## src/rtl/phy_irq_pkg.sv

```systemverilog
package phy_irq_pkg;
  localparam int REG_AW = 2;
  localparam int REG_DW = 16;
  localparam int N_SRC  = 4;            // np, fdx, spd, lnk
  localparam int N_LVL  = 3;            // fdx, spd, lnk

  localparam logic [REG_AW-1:0] ADDR_ERR = 2'd0;
  localparam logic [REG_AW-1:0] ADDR_INT = 2'd1;

  localparam int BIT_GEN   = 14;
  localparam int BIT_MASK0 = 9;         // masks occupy 12:9
  localparam int BIT_MSTR  = 8;
  localparam int BIT_EV0   = 1;         // events occupy 4:1

  localparam int BIT_LOCK  = 0;
  localparam int BIT_FC    = 1;
  localparam int BIT_ESD   = 2;

  typedef struct packed {
    logic             gen_en;
    logic [N_SRC-1:0] src_mask;         // {np, fdx, spd, lnk}
    logic             mstr_mask;
  } irq_ctrl_t;

  localparam irq_ctrl_t CTRL_RST = '{gen_en: 1'b0, src_mask: '1, mstr_mask: 1'b1};
endpackage

```

## src/rtl/phy_irq_chg.sv

```systemverilog
module phy_irq_chg #(
  parameter int W = 3
) (
  input  logic         clk_i,
  input  logic         rst_ni,
  input  logic [W-1:0] lvl_i,
  output logic [W-1:0] chg_o
);
  logic primed_q;
  logic [W-1:0] prev_q;

  always_ff @(posedge clk_i or negedge rst_ni) begin
    if (!rst_ni) primed_q <= 1'b0;
    else         primed_q <= 1'b1;
  end

  for (genvar i = 0; i < W; i++) begin : g_bit
    always_ff @(posedge clk_i or negedge rst_ni) begin
      if (!rst_ni) prev_q[i] <= 1'b0;
      else         prev_q[i] <= lvl_i[i];
    end
    assign chg_o[i] = primed_q & (lvl_i[i] ^ prev_q[i]);
  end

  // once primed, every toggle since the last edge is flagged
  assert_toggle_flagged_R4: assert property (@(posedge clk_i) disable iff (!rst_ni)
    primed_q && (lvl_i != $past(lvl_i)) |-> chg_o == (lvl_i ^ $past(lvl_i)));
endmodule

```

## src/rtl/phy_irq_sticky.sv

```systemverilog
module phy_irq_sticky #(
  parameter int W = 4
) (
  input  logic         clk_i,
  input  logic         rst_ni,
  input  logic [W-1:0] set_i,
  input  logic         clr_i,
  output logic [W-1:0] flag_o
);
  logic [W-1:0] flag_q;

  // set wins over clear so a coincident event survives the read
  always_ff @(posedge clk_i or negedge rst_ni) begin
    if (!rst_ni) flag_q <= '0;
    else         flag_q <= (flag_q & {W{~clr_i}}) | set_i;
  end

  assign flag_o = flag_q;

  assert_set_survives_R5: assert property (@(posedge clk_i) disable iff (!rst_ni)
    set_i != '0 |=> (flag_o & $past(set_i)) == $past(set_i));

  assert_hold_until_read_R1: assert property (@(posedge clk_i) disable iff (!rst_ni)
    !clr_i |=> (flag_o & $past(flag_o)) == $past(flag_o));
endmodule

```

## src/rtl/phy_irq_status.sv

```systemverilog
module phy_irq_status
  import phy_irq_pkg::*;
(
  input  logic              clk_i,
  input  logic              rst_ni,
  input  logic              link_up_i,
  input  logic              speed_hi_i,
  input  logic              full_dup_i,
  input  logic              np_rcvd_i,
  input  logic              false_carrier_i,
  input  logic              bad_esd_i,
  input  logic              scr_lock_i,
  input  logic [REG_AW-1:0] reg_addr_i,
  input  logic              reg_rd_i,
  input  logic              reg_wr_i,
  input  logic [REG_DW-1:0] reg_wdata_i,
  output logic [REG_DW-1:0] reg_rdata_o,
  output logic              irq_no
);
  irq_ctrl_t        ctrl_q;
  logic [N_LVL-1:0] lvl_chg;
  logic [N_SRC-1:0] ev_set, ev_q;
  logic [1:0]       err_set, err_q;
  logic             rd_int, rd_err, wr_int, pend;
  logic [REG_DW-1:0] wdata_unused;

  assign rd_int = reg_rd_i && (reg_addr_i == ADDR_INT);
  assign rd_err = reg_rd_i && (reg_addr_i == ADDR_ERR);
  assign wr_int = reg_wr_i && (reg_addr_i == ADDR_INT);
  assign wdata_unused = reg_wdata_i;

  phy_irq_chg #(.W(N_LVL)) i_chg (
    .clk_i  (clk_i),
    .rst_ni (rst_ni),
    .lvl_i  ({full_dup_i, speed_hi_i, link_up_i}),
    .chg_o  (lvl_chg)
  );

  assign ev_set = {np_rcvd_i, lvl_chg};

  phy_irq_sticky #(.W(N_SRC)) i_ev (
    .clk_i  (clk_i),
    .rst_ni (rst_ni),
    .set_i  (ev_set),
    .clr_i  (rd_int),
    .flag_o (ev_q)
  );

  assign err_set = {bad_esd_i, false_carrier_i};

  phy_irq_sticky #(.W(2)) i_err (
    .clk_i  (clk_i),
    .rst_ni (rst_ni),
    .set_i  (err_set),
    .clr_i  (rd_err),
    .flag_o (err_q)
  );

  always_ff @(posedge clk_i or negedge rst_ni) begin
    if (!rst_ni) ctrl_q <= CTRL_RST;
    else if (wr_int) begin
      ctrl_q.gen_en    <= reg_wdata_i[BIT_GEN];
      ctrl_q.src_mask  <= reg_wdata_i[BIT_MASK0 +: N_SRC];
      ctrl_q.mstr_mask <= reg_wdata_i[BIT_MSTR];
    end
  end

  assign pend   = |(ev_q & ~ctrl_q.src_mask);
  assign irq_no = ~(ctrl_q.gen_en & ~ctrl_q.mstr_mask & pend);

  always_comb begin
    reg_rdata_o = '0;
    unique case (reg_addr_i)
      ADDR_ERR: begin
        reg_rdata_o[BIT_LOCK] = scr_lock_i;
        reg_rdata_o[BIT_FC]   = err_q[0];
        reg_rdata_o[BIT_ESD]  = err_q[1];
      end
      ADDR_INT: begin
        reg_rdata_o[BIT_GEN]               = ctrl_q.gen_en;
        reg_rdata_o[BIT_MASK0 +: N_SRC]    = ctrl_q.src_mask;
        reg_rdata_o[BIT_MSTR]              = ctrl_q.mstr_mask;
        reg_rdata_o[BIT_EV0 +: N_SRC]      = ev_q;
      end
      default: reg_rdata_o = '0;
    endcase
  end

  assert_ctrl_only_via_int_R6: assert property (@(posedge clk_i) disable iff (!rst_ni)
    !wr_int |=> $stable(ctrl_q));

  assert_irq_needs_enable_R7: assert property (@(posedge clk_i) disable iff (!rst_ni)
    !irq_no |-> ctrl_q.gen_en && !ctrl_q.mstr_mask && ev_q != '0);
endmodule

```

## config.mk

```make
export PLATFORM = sky130hd
export DESIGN_NAME = phy_irq_status
export DESIGN_NICKNAME = d
export VERILOG_FILES = /design/src/rtl/phy_irq_pkg.sv /design/src/rtl/phy_irq_chg.sv /design/src/rtl/phy_irq_sticky.sv /design/src/rtl/phy_irq_status.sv
export SDC_FILE = /design/constraint.sdc
export NUM_CORES = 1
export LEC_CHECK = 0
export ABC_AREA = 0
export CAP_MARGIN = 20
export CORE_AREA = 2 2 51 48
export CTS_CLUSTER_DIAMETER = 60
export DETAILED_ROUTE_END_ITERATION = 16
export DIE_AREA = 0 0 53 50
export MAX_ROUTING_LAYER = met4
export PLACE_DENSITY = 0.89
export SYNTH_ARGS = -nofsm -noshare
export SYNTH_HDL_FRONTEND = slang
export SYNTH_SLANG_ARGS = --single-unit
export TNS_END_PERCENT = 20
```

## constraint.sdc

```tcl
create_clock -name clk_i -period 1.72 [get_ports clk_i]
set_input_delay 0.344 -clock clk_i [delete_from_list [all_inputs] [get_ports clk_i]]
set_output_delay 0.344 -clock clk_i [all_outputs]
set_load 0.01 [all_outputs]
```

==> impl_metrics.toml <==
[critical_path]
slowest_stage = "dfstp_2"
cp_top_family = "flip-flops"
arrival_ns = 1.43
r2r_cells = 2
critPathMaxStageDelay_ns = 0.55
worstPathRequired_ns = 1.38
timing.rr.start = "i_ev.flag_o[1]$_DFF_PN0_"
r2r_slack_ns = 0.89
criticalPathCategory = "flip-flop to output pin"
crit_chain = "nor2b_2, o41ai_2, buf_2"
setup.worst_path.end_class = "output pin"
critPathMaxFanout = 2
cp_num_buf_inv = 1
reg2reg_to = "i_ev.flag_o[1]$_DFF_PN0_"
start_kind = "flip-flop"

[clock_tree]
clock_path_buffers = 2
htree_num_levels = 1
clock_latency_ns = 0.28
cts.sinks = 16
root_buffer = "clkbuf_4"
cts_buffers = 3
clkTransAtPathRegs_ns = 0.09
cts_tree = "built"

[global_routing]
first_global_vias = 630
met2_usage_pct = 23.1
met3_usage_pct = 1.82
grt_max_degree = 17
gr-total-overflow = 0
grt.met1_usage_pct = 14.9
antenna_found_initial = 0
grt-busiest-layer = "met2"
grt_util_all_layers_pct = 13.4
grt_first_pass_wirelength_mm = 2.51

[floorplan]
ioPinCount = 46
design.die.area_um2 = 2650
core-area_um2 = 2100
num_rows = 16
die_w_um = 53
die_h_um = 50
start_util_pct = 36.9

[logic_synthesis]
yosysWarningCount = 0
synth_cell_type_count = 19
synth_area_um2 = 776
ys_ff_latch = 16
synthCells = 62
syn_area_per_cell_um2 = 12.5
seq_area_frac_synth_pct = 52.4

[final_layout]
drive_gt1_share_pct = 39.6
antenna_cells = 0
fin_util_pct = 55.5
multi_input_area_um2 = 348
final_common_cell = "clkdlybuf4s50_1"
nNetsFinal = 136
final_cell_mix = "16 x clkdlybuf4s50_1, 11 x dfrtp_1, 11 x buf_4"
stdcell_count = 133
fillers = 201
final-seq-area_um2 = 407
area_delta_synth_final_pct = 50.5

[place]
place_congestion = 0.787
post-dp-hpwl_mm = 1.27
placed_cells = 127
port_buffers = 30

[drt]
via_count = 599
drtAntennaViolNets = 0
first_iter_violations = 12
vias_per_cell = 4.50
wirelength_mm = 1.60
wl_per_cell_um = 12.0
drc = 0
firstDrtPassIters = 4

[sta]
fin_crit_sh_pct = 103
clock_skew_ns = 0.00213
fin_crit_ns = 1.77
drv_slew = 0
clock.fmax_mhz = 564
grt_setup_unrepaired = "yes"
report.final.setup_viol = 1
hold_viol = 0
setup_ws_ns = -0.0527

[worst_hold_path]
holdCritPathClass = "input pin to async pin"

[power]
powerDensity_nw_per_um2 = 821
total_power_mw = 0.958
ir_drop_uv = 604
cellLeakagePower_nw = 0.550

[outcome]
outcome = "finished, violations left"
violations = "negative setup slack"

[flow_run]
maxCapViolCount = 0
-- sequential cells by signal, summed over array words and instances, names as in the netlist --
| register | flops |
|---|---|
| ctrl_q | 6 |
| i_chg.prev_q | 3 |
| i_chg.primed_q | 1 |
| i_err.flag_o | 2 |
| i_ev.flag_o | 4 |
-- repair_timing --
item | 4_1_cts | 5_1_grt
resized for setup | 46 | 2
hold buffers | 0 | 0
pin swaps | 5 | 1
setup endpoints to repair | 12 | 9
buffers inserted | 2 | 0
-- worst max-delay path by stage --
stage / start / endpoint / slack, ns / depth (start not counted)
after floorplan: ctrl_q[1]$_DFFE_PN1P_ / irq_no / 0.29 / 2
after global placement: reg_addr_i[1] / reg_rdata_o[10] / -0.35 / 4
after detailed placement: reg_addr_i[1] / reg_rdata_o[3] / -0.37 / 4
after CTS: ctrl_q[3]$_DFFE_PN1P_ / irq_no / -0.05 / 3
after global routing: ctrl_q[1]$_DFFE_PN1P_ / irq_no / -0.12 / 3
final: ctrl_q[1]$_DFFE_PN1P_ / irq_no / -0.05 / 3
-- power breakdown --
| part | switching (mW) | total (mW) | internal, mW |
|---|---|---|---|
| clock network | 0.113 | 0.242 | 0.129 |
| logic | 0.0944 | 0.249 | 0.154 |
| registers | 0.0292 | 0.467 | 0.438 |
| total | 0.237 | 0.958 | 0.721 |
-- cell families after synthesis --
| family | Yosys count | share of synthesized area [%] |
|---|---|---|
| AO/OA/AOI/OAI | 7 | 7.42 |
| XOR/XNOR | 3 | 3.39 |
| buffers and inverters | 6 | 6.29 |
| flip-flops | 16 | 52.4 |
| multiplexers | 8 | 11.3 |
| other | 2 | 0.968 |
| AND/OR/NAND/NOR | 20 | 18.2 |
-- routing by layer --
metal  vias to the layer above  routed length (um)
met5                         -                   0
met2                        28                 796
met4                         0                  22
met1                       281                 689
met3                         4                  87
li1                        286                   -
-- cell type report --
| class | count | area share (%) |
|---|---|---|
| clock buffer | 4 | 3.11 |
| multi-input combinational | 44 | 29.8 |
| sequential | 16 | 34.8 |
| tap | 27 | 2.89 |
| timing repair buffer | 42 | 29.4 |
-- synth_stat cells (all sizes together) --
master	instances	area share, %
mux2	6	8.7
and2b	1	1.1
nor2	2	0.97
mux2i	2	2.6
xor2	3	3.4
a21o	3	2.9
dfstp	5	17
and2	8	6.5
dfrtp	11	35
o41ai	1	1.1
buf	6	6.3
nor2b	5	4.0
or3b	1	1.1
a22o	3	3.4
nand3b	2	3.5
nor3b	1	0.97
conb	2	0.97
-- worst register-to-register path, stage by stage, from the launching register on --
cell and delay (ns):
dfrtp_1 0.39, buf_4 0.14, a22o_1 0.20
-- through the flow --
| step | TNS [ns] | setup WS [ns] | instance area (um^2) | hold WS, ns |
|---|---|---|---|---|
| detailed placement | -3.91 | -0.365 | 1150 | 0.465 |
| floorplan | 0 | 0.287 | 791 | 0.0484 |
| global route | -0.115 | -0.115 | 1170 | 0.368 |
| global placement | -3.82 | -0.352 | 1150 | 0.463 |
| finish | -0.0527 | -0.0527 | 1170 | 0.364 |
| CTS | -0.152 | -0.0479 | 1160 | 0.359 |
Note: power is estimated with default switching activity, not from simulation.
